**src/rtl/cos_irq_ctrl.sv**
```systemverilog
module cos_irq_ctrl #(
  parameter int ISO_W    = 24,
  parameter int TTL_W    = 8,
  parameter int ADDR_W   = 4,
  parameter int LVL_BASE = 4,
  parameter int STS_BASE = 8,
  parameter int CFG_ADDR = 14
) (
  input  logic                clk,
  input  logic                rst_n,
  input  logic [ISO_W-1:0]    iso_in,
  input  logic [TTL_W-1:0]    ttl_in,
  input  logic [ADDR_W-1:0]   addr,
  input  logic                wr_en,
  input  logic [7:0]          wr_data,
  output logic [7:0]          rd_data,
  output logic                irq
);
  localparam int GRP_W    = 8;
  localparam int N_IN     = ISO_W + TTL_W;
  localparam int N_GROUPS = N_IN / GRP_W;
  localparam int CFG_W    = 2 * N_GROUPS;

  logic [N_IN-1:0]  meta_q, sync_q, prev_q;
  logic [N_IN-1:0]  status_q, set_vec, clr_vec;
  logic [CFG_W-1:0] en_q;

  wire [N_IN-1:0] raw   = {ttl_in, iso_in};
  wire [N_IN-1:0] rises = sync_q & ~prev_q;
  wire [N_IN-1:0] falls = ~sync_q & prev_q;

  always_ff @(posedge clk or negedge rst_n) begin
    if (!rst_n) begin
      meta_q <= '0;
      sync_q <= '0;
      prev_q <= '0;
    end else begin
      meta_q <= raw;
      sync_q <= meta_q;
      prev_q <= sync_q;
    end
  end

  for (genvar g = 0; g < N_GROUPS; g++) begin : g_grp
    assign set_vec[g*GRP_W +: GRP_W] =
        (rises[g*GRP_W +: GRP_W] & {GRP_W{en_q[g]}}) |
        (falls[g*GRP_W +: GRP_W] & {GRP_W{en_q[N_GROUPS+g]}});
    assign clr_vec[g*GRP_W +: GRP_W] =
        (wr_en && addr == ADDR_W'(STS_BASE + g)) ? wr_data : '0;
  end

  always_ff @(posedge clk or negedge rst_n) begin
    if (!rst_n) begin
      en_q     <= '0;
      status_q <= '0;
    end else begin
      if (wr_en && addr == ADDR_W'(CFG_ADDR)) en_q <= CFG_W'(wr_data);
      status_q <= (status_q & ~clr_vec) | set_vec;
    end
  end

  assign irq = |status_q;

  always_comb begin
    rd_data = '0;
    if (addr == ADDR_W'(CFG_ADDR)) rd_data = 8'(en_q);
    for (int b = 0; b < N_GROUPS; b++) begin
      if (addr == ADDR_W'(LVL_BASE + b)) rd_data = sync_q[b*GRP_W +: GRP_W];
      if (addr == ADDR_W'(STS_BASE + b)) rd_data = status_q[b*GRP_W +: GRP_W];
    end
  end

  AST_EN_HOLD: assert property (@(posedge clk) disable iff (!rst_n)
    !wr_en |=> $stable(en_q));

  AST_NEW_BIT_NEEDS_EDGE: assert property (@(posedge clk) disable iff (!rst_n)
    1'b1 |=> ((status_q & ~$past(status_q) & ~($past(sync_q) ^ $past(prev_q))) == '0));

  AST_STICKY: assert property (@(posedge clk) disable iff (!rst_n)
    1'b1 |=> (($past(status_q) & ~$past(clr_vec) & ~status_q) == '0));

  AST_IRQ_DROP_NEEDS_WRITE: assert property (@(posedge clk) disable iff (!rst_n)
    $fell(irq) |-> $past(wr_en));
endmodule

```
**config.mk**
```make
export PLATFORM = sky130hd
export DESIGN_NAME = cos_irq_ctrl
export DESIGN_NICKNAME = d
export VERILOG_FILES = /design/src/rtl/cos_irq_ctrl.sv
export SDC_FILE = /design/constraint.sdc
export NUM_CORES = 1
export LEC_CHECK = 0
export ABC_AREA = 0
export BUFFER_PORTS_ARGS = -buffer_cell sky130_fd_sc_hd__buf_2
export CAP_MARGIN = 20
export CORE_MARGIN = 8
export CORE_UTILIZATION = 35
export CTS_CLUSTER_SIZE = 28
export DETAILED_ROUTE_END_ITERATION = 7
export GPL_TIMING_DRIVEN = 0
export HOLD_SLACK_MARGIN = 0.06
export RECOVER_POWER = 25
export SLEW_MARGIN = 10
export SYNTH_ARGS = -nofsm -noshare
export SYNTH_HDL_FRONTEND = slang
export SYNTH_SLANG_ARGS = --single-unit
export TNS_END_PERCENT = 10
```
**constraint.sdc**
```tcl
create_clock -name clk -period 2.3 [get_ports clk]
set_input_delay 0.46 -clock clk [delete_from_list [all_inputs] [get_ports clk]]
set_output_delay 0.46 -clock clk [all_outputs]
set_load 0.02 [all_outputs]
```
# ---- After elaboration in Yosys (flattened, before gate mapping)
# Cells that the tools add are included.
# Widths: inputs -> output; s select.
dict set report word_totals {
  register_bits 136
  input_bits 47
  output_inout_bits 9
  elab_cells 52
}
dict set report classes {
  n_eq_ne 9
  n_mux 13
  bitwise_logic 19
  n_reduce_logical 6
}
# operator count
set ops {}
lappend ops {{$mux 8} 13}
lappend ops {{$and 32x32->32} 3}
lappend ops {{$not 32->32} 3}
lappend ops {{$and 8x8->8} 8}
lappend ops {{$or 32x32->32} 1}
lappend ops {{$or 8x8->8} 4}
lappend ops {{$reduce_or 32->1} 1}
lappend ops {{$eq 4x4->1 const B} 5}
lappend ops {{$eq 4x3->1 const B} 4}
lappend ops {{$logic_and 1x1->1} 5}

# ---- Depth between registers and ports, before layout
# Gate-level depths: netlist of the first run.
dict set report logic_depth {
  word_depth 10
  ltp_mapped 7
  depth_no_buf 4
}

# ---- Least setup slack after synthesis of the first run
# OpenSTA, ideal clock, no wires.
dict set report synth_path {
  path_type {input-to-output}
  from {input addr[2]}
  to {output rd_data[0]}
  arrival_time_ps 1773
  t_required_ps 1840
  path_slack_ps 67
  path_stages 6
  path_buffers 2
  cell_sequence {buf_6 -> nand2b_1 -> buf_2 -> o22ai_1 -> a22oi_1 -> a211oi_1}
}
dict set report synth_between {
  elab_chain_cells 10
  elab_cells_between_ends 18
  classes_between {eq/ne: 9; mux: 9}
}
# element line_no
set synth_rtl {}
lappend synth_rtl {{start, declared} 13} ;# input logic [ADDR_W-1:0] addr,
lappend synth_rtl {{$eq 4x4->1} 66} ;# if (addr == ADDR_W'(CFG_ADDR)) rd_data = 8'(en_q);
lappend synth_rtl {{$mux 8} 66}
lappend synth_rtl {{$mux 8} 68} ;# if (addr == ADDR_W'(LVL_BASE + b)) rd_data = sync_q[b*GRP_W +: GRP_W];
lappend synth_rtl {{$mux 8} 69} ;# if (addr == ADDR_W'(STS_BASE + b)) rd_data = status_q[b*GRP_W +: GRP_W];
lappend synth_rtl {{$mux 8} 68}
lappend synth_rtl {{$mux 8} 69}
lappend synth_rtl {{$mux 8} 68}
lappend synth_rtl {{$mux 8} 69}
lappend synth_rtl {{$mux 8} 68}
lappend synth_rtl {{$mux 8 (*)} 69}
lappend synth_rtl {{end, declared} 16} ;# output logic [7:0] rd_data,
# Mark *: on every way between the ends. The rest lies on a longest branch, timed or not.

# ---- Worst setup path in the final report of the first run
dict set report layout_path {
  from {input addr[3]}
  to {output rd_data[4]}
}
# Same word-level chain as after synthesis.

==> impl_metrics.csv, run 1 <==
group,metric,value,unit
outcome,status,"finished, final reports clean",
power,leakage,0.00299,uW
place,place_inst,712,
die,rows,45,
global_routing,grt_pass1_vias,4314,
synthesis,seq_area_frac_synth,0.630,
layout,areaGrowthSynthToFinish,34.1,%
sta,setup_viol,0,
place,dp_hpwl,10900,um
hold_path,min_path_type,"in -> reg",
sta,tightest_slew,725,ps
sta,rsz0062_at_grt,"yes",
worst_setup_path,worst_path_largest_cell_delay,330,ps
cts,numCtsBuffers,17,
synthesis,synth-warning-count,0,
worst_setup_path,worstPathCellList,"clkbuf_4 -> nand2b_1 -> buf_6 -> buf_12 -> o22ai_2 -> nand2_1 -> a221oi_2 -> buf_4",
die,die_x,140,um
die,start_util,0.357,
worst_setup_path,cp-end-kind,"primary output",
flow_run,maxCapViolations,0,
synthesis,synth_top_family_by_area,"compound AO/OA/AOI/OAI gates",
layout,layout_commonest_cell,"dfrtp_1",
synthesis,synth_edf_count,0,
cts,clockBufferDepth,2,
synthesis,yosysTopAreaCell,"dfrtp_1",
synthesis,synth-xor-area-share,0.00162,
die,core,0.0151,mm2
layout,diodes,0,
routing,postRouteAntennaNets,0,
synthesis,synth_area,0.00540,mm2
layout,fin_nets,605,
global_routing,overflow,0,
routing,wire_per_inst,21.1,um
global_routing,grt_max_degree,77,
worst_setup_path,crit_fanout,10,
worst_setup_path,cp-start-kind,"input port",
routing,wirelength,16000,um
synthesis,yosys.area_share.adder,0,
synthesis,synth_area_leaders,"dfrtp_1 63%, nand2_1 4.9%, o21ai_0 3.0%",
routing,drtPass1Iterations,7,
layout,drive_gt1_frac,0.329,
place,gp_congestion,0.904,
layout,fin_cells,759,
global_routing,antenna_found_initial,0,
cts,clk_pin_slew,60,ps
sta,drv_slew,0,
synthesis,ys_types,49,
routing,wl_met2,7830,um
die,fp.dieH,140,um
routing,avgViaCountPerCell,5.44,
cts,cts_tree,"yes",
synthesis,yosys.area_share.simple,0.152,
layout,final_util,0.478,
routing,vias,4128,
worst_setup_path,cp_slowest_cell,"a221oi_2",
sta,fmax,435,MHz
worst_setup_path,worstPathArrival,1840,ps
die,dieArea,0.0197,mm2
synthesis,postSynthCellCount,468,
layout,mostFrequentLayoutCells,"126 x dfrtp_1, 70 x nand2_1, 46 x buf_2",
routing,drc_errors,0,
routing,wl_met1,7160,um
routing,drtIter0Drc,359,
synthesis,synth_flop_cell,"dfrtp_1",
synthesis,yosys.area.top_type_share,0.630,
global_routing,grt_usage,0.170,
synthesis,synth-seq-cells,136,
synthesis,synth_compound_area_frac,0.160,
worst_setup_path,worstPathRequired,1840,ps
synthesis,syn_nets,515,
die,ios,56,
cts,h-tree-depth,4,
layout,n_fill_cell,1328,
routing,wl_met3,780,um
sta,relSlewSlack,0.515,
global_routing,grt_pass1_wl,25100,um
sta,hold_violations,0,
synthesis,syn_avg_cell_area,11.5,um2
sta,post-route-period-util,0.999,
synthesis,synth-async-reset-ratio,1.00,
place,io_buffers,55,
sta,fin_crit,2300,ps
sta,finClkSkew,4.98,ps
power,p_per_area,910,mW/mm2
worst_setup_path,path_class,"in -> out",
cts,cts_num_sinks,136,
synthesis,synth_mux_area_frac,0.0225,
cts,cts_root_buf,"clkbuf_16",
cts,insertion_delay,420,ps
routing,top_layer,"met4",
power,vdd_drop_max,0.581,mV
## per-stage QoR
step / setup slack, ps / TNS, ps / area, um2 / total power [uW] / hold slack (ps)
2_1_floorplan: 67.3 / 0 / 5400 / 3130 / 164
3_3_place_gp: -975 / -133460 / 5910 / 3440 / 332
3_5_place_dp: -344 / -2160 / 5950 / 3470 / 335
4_1_cts: -21.6 / -32.3 / 7010 / 6590 / 124
5_1_grt: -51.7 / -300 / 7240 / 6870 / 120
6_report: 2.41 / 0 / 7240 / 6590 / 142
## flip-flops by register name, summed over array words and instances (netlist names)
register	flops
meta_q	32
prev_q	32
en_q	8
status_q	32
sync_q	32
## per-layer routing
metal | global-route usage | vias up
met3 | 0.0469 | 18
met2 | 0.273 | 128
met4 | 0.0543 | 0
met1 | 0.219 | 2106
met5 | 0 | -
li1 | - | 1876
## worst paths after layout
check | from | end | slack (ps) | cells past startpoint
max | addr[3] | rd_data[4] | 2 | 8
min | iso_in[15] | meta_q[15]$_DFF_PN0_ | 140 | 1
max reg2reg | en_q[3]$_DFFE_PN0P_ | status_q[25]$_DFF_PN0_ | 1270 | 4
min reg2reg | meta_q[21]$_DFF_PN0_ | sync_q[21]$_DFF_PN0_ | 340 | 0
max in group asynchronous | rst_n | en_q[0]$_DFFE_PN0P_ | 970 | 3
min in group asynchronous | rst_n | prev_q[26]$_DFF_PN0_ | 570 | 2
## cells in the mapped netlist, types with 2 or more instances
library cell  instances
o22a_1                2
clkbuf_1              5
a32oi_1               4
or3_1                 2
o32a_1                2
buf_4                 2
nand3b_1             21
nand2_1              70
nor4_1                8
o211ai_1             16
buf_6                 2
nor2b_1               3
o21ai_0              32
o32ai_1               3
and2_1                6
a21oi_1               6
inv_1                12
buf_2                 9
o221ai_1              2
nand4_1               2
nor2_1               20
dfrtp_1             136
mux2i_1               2
a2bb2oi_1             3
o22ai_1              20
a21o_1               16
nand3_1               6
mux2_2                9
a211oi_1              2
nand2b_1              6
buf_1                 4
o2bb2ai_1             3
or2_2                 3
a221o_1               3
nor3b_1               4
a22oi_1               9
## report_power, final
| group | leakage, uW | switching, uW | internal (uW) | total [uW] |
|---|---|---|---|---|
| clock | 0.000315 | 1040 | 1960 | 3000 |
| sequential | 0.00150 | 266 | 2590 | 2850 |
| combinational | 0.00117 | 383 | 347 | 730 |
| total | 0.00299 | 1690 | 4900 | 6590 |
## kinds of logic after synthesis
group / Yosys count
AND/OR/NAND/NOR: 159
flip-flops: 136
AO/OA/AOI/OAI: 126
buffers and inverters: 35
multiplexers: 11
XOR/XNOR: 1
## worst max-delay path, delay by kind of cell
family / cells / cell delay, ps
buf+inv: 4 / 700
compound gates: 2 / 440
simple gates: 2 / 240
## timing repair
item / in CTS / in global routing
cloned: 2 / 1
resized for setup: 72 / 39
setup buffers: 9 / 10
hold buffers: 1 / 0
setup endpoints to repair: 9 / 9
pin swaps: 13 / 11
hold endpoints to repair: 60 / 0
## layout make-up
type / instances / area [um2] / area share
well taps: 188 / 235 / 0.0325
plain buffers: 15 / 173 / 0.0238
clock buffers: 19 / 443 / 0.0612
clock inverters: 13 / 214 / 0.0295
multi-input cells: 297 / 2110 / 0.291
repair buffers: 79 / 603 / 0.0833
flip-flops and latches: 136 / 3420 / 0.472
inverters: 12 / 48.8 / 0.00674
Power figures use the tool's default switching activity.
==> run 2: changes to the inputs <==
--- a/config.mk
+++ b/config.mk
@@ -9,5 +9,4 @@
 export BUFFER_PORTS_ARGS = -buffer_cell sky130_fd_sc_hd__buf_2
 export CAP_MARGIN = 20
-export CORE_MARGIN = 8
 export CORE_UTILIZATION = 35
 export CTS_CLUSTER_SIZE = 28
==> constraint.sdc (replaced) <==
create_clock -name clk -period 2.3 [get_ports clk]
set_input_delay 0.46 -clock clk [delete_from_list [all_inputs] [get_ports clk]]
set_output_delay 0.46 -clock clk [all_outputs]
set_load 0.05 [all_outputs]
==> run 2 against run 1 <==
Sequential power about the same. Die area is 19% lower. Highest routed layer unchanged. Utilization hardly changed. Setup slack got worse by 69 ps. Routed wire length decreased by 3.3%. Count of clock-buffer cells in the layout stayed put. Non-clock buffer count grew 1. Clock power is 7.7% lower. Fmax down 2.9%. The flow now finishes with violations (setup timing). Via count up 0.75%. Clock skew up 1.4 ps.
==> impl_metrics.csv, run 2 (same netlist as run 1, synthesis figures left out) <==
group,metric,value,unit
global_routing,overflow,0,
layout,drive_gt1_frac,0.335,
worst_setup_path,rr_startpoint,"en_q[3]$_DFFE_PN0P_",
flow_run,maxCapViolations,0,
sta,finClkSkew,6.42,ps
worst_setup_path,worstPathRequired,1840,ps
cts,cts_root_buf,"clkbuf_16",
routing,drtIter0Drc,309,
place,io_buffers,55,
cts,insertion_delay,420,ps
routing,postRouteAntennaNets,0,
layout,fin_nets,606,
cts,h-tree-depth,4,
worst_setup_path,worstPathArrival,1910,ps
die,fp.dieH,126,um
global_routing,grt_max_degree,74,
die,ios,56,
die,start_util,0.357,
worst_setup_path,timing.rr.end,"status_q[31]$_DFF_PN0_",
cts,cts_num_sinks,136,
outcome,violations,"setup timing",
place,place_inst,712,
sta,setup_ws,-66.2,ps
global_routing,grt_usage,0.209,
power,leakage,0.00298,uW
worst_setup_path,crit_start,"addr[2]",
die,die_x,126,um
place,place_ws,-395,ps
hold_path,min_path_type,"in -> reg",
sta,drv_slew,0,
layout,areaGrowthSynthToFinish,34.1,%
routing,drtPass1Iterations,5,
cts,clockBufferDepth,2,
power,p_per_area,886,mW/mm2
place,gp_congestion,0.917,
worst_setup_path,r2r_slack,1260,ps
global_routing,grt_pass1_vias,4159,
sta,rsz0062_at_grt,"yes",
worst_setup_path,endpoint,"rd_data[2]",
cts,numCtsBuffers,17,
sta,fin_crit,2370,ps
sta,tightest_slew,699,ps
layout,mostFrequentLayoutCells,"126 x dfrtp_1, 70 x nand2_1, 44 x buf_2",
global_routing,antenna_found_initial,0,
worst_setup_path,cp-end-kind,"primary output",
worst_setup_path,crit_fanout,5,
cts,cts_tree,"yes",
sta,hold_violations,0,
routing,vias,4159,
global_routing,grt_pass1_wl,24000,um
layout,layout_commonest_cell,"dfrtp_1",
place,dp_hpwl,10500,um
worst_setup_path,reg2regPathDepth,4,
layout,fin_cells,759,
sta,post-route-period-util,1.03,
die,dieArea,0.0159,mm2
worst_setup_path,cp-start-kind,"input port",
worst_setup_path,path_class,"in -> out",
routing,wire_per_inst,20.4,um
outcome,status,"finished, violations left",
sta,setup_viol,7,
die,core,0.0151,mm2
sta,relSlewSlack,0.533,
cts,clk_pin_slew,60,ps
routing,drc_errors,0,
layout,final_util,0.478,
layout,diodes,0,
routing,wirelength,15500,um
sta,fmax,423,MHz
power,vdd_drop_max,0.524,mV
die,rows,45,
routing,avgViaCountPerCell,5.48,
[run 2: per-layer routing]
metal  part of all wire  up-vias  GRT usage  routed length (um)
li1                   -     1870          -                   -
met1               0.44     2105      0.270                6880
met2               0.47      144      0.320                7230
met3              0.054       40     0.0624                 845
met4              0.035        0      0.103                 550
met5                  0        -          0                   0
[run 2: repair_timing]
action	4_1_cts	5_1_grt
hold endpoints to repair	63	0
hold buffers	1	0
pin swaps	15	15
endpoints found under the setup margin	9	9
resized for setup	90	27
gates cloned	2	1
buffers inserted	10	9
[run 2: area by class of cell]
type                       instances  area (um2)
inverter                          12        48.8
fill                            1354        7900
buffer                            16         183
sequential                       136        3420
clock inverter                    12         150
tap                              188         235
timing repair buffer              79         639
multi-input combinational        297        2120
clock buffer                      19         453
[run 2: how the worst min path moves through the flow]
stage | startpoint | to | slack (ps) | cells after the start
6_report | iso_in[7] | meta_q[7]$_DFF_PN0_ | 130 | 1
5_1_grt | iso_in[6] | meta_q[6]$_DFF_PN0_ | 110 | 1
4_1_cts | iso_in[7] | meta_q[7]$_DFF_PN0_ | 110 | 1
3_5_place_dp | meta_q[10]$_DFF_PN0_ | sync_q[10]$_DFF_PN0_ | 330 | 0
3_3_place_gp | meta_q[31]$_DFF_PN0_ | sync_q[31]$_DFF_PN0_ | 330 | 0
2_1_floorplan | rst_n | en_q[0]$_DFFE_PN0P_ | 160 | 0
[run 2: worst max-delay path, cell delays in order]
cell and delay (ps):
buf_8 110, buf_8 130, buf_6 120, nor3b_4 280, o2bb2ai_2 160, a22oi_2 110
a211oi_2 330, buf_6 210
[run 2: stage by stage]
step	power, uW	hold WS, ps	setup TNS, ps	cell area, um2
final	6420	134	-181	7240
after global routing	6680	110	-619	7240
after CTS	6450	112	-118	7030
after detailed placement	3520	335	-2600	5970
after global placement	3490	333	-137020	5930
after floorplan	3180	164	-753	5420
[run 2: power by group]
group	internal [uW]	switching [uW]	leakage, uW
Combinational	365	446	0.00119
Sequential	2590	251	0.00151
Clock	1750	1020	0.000291
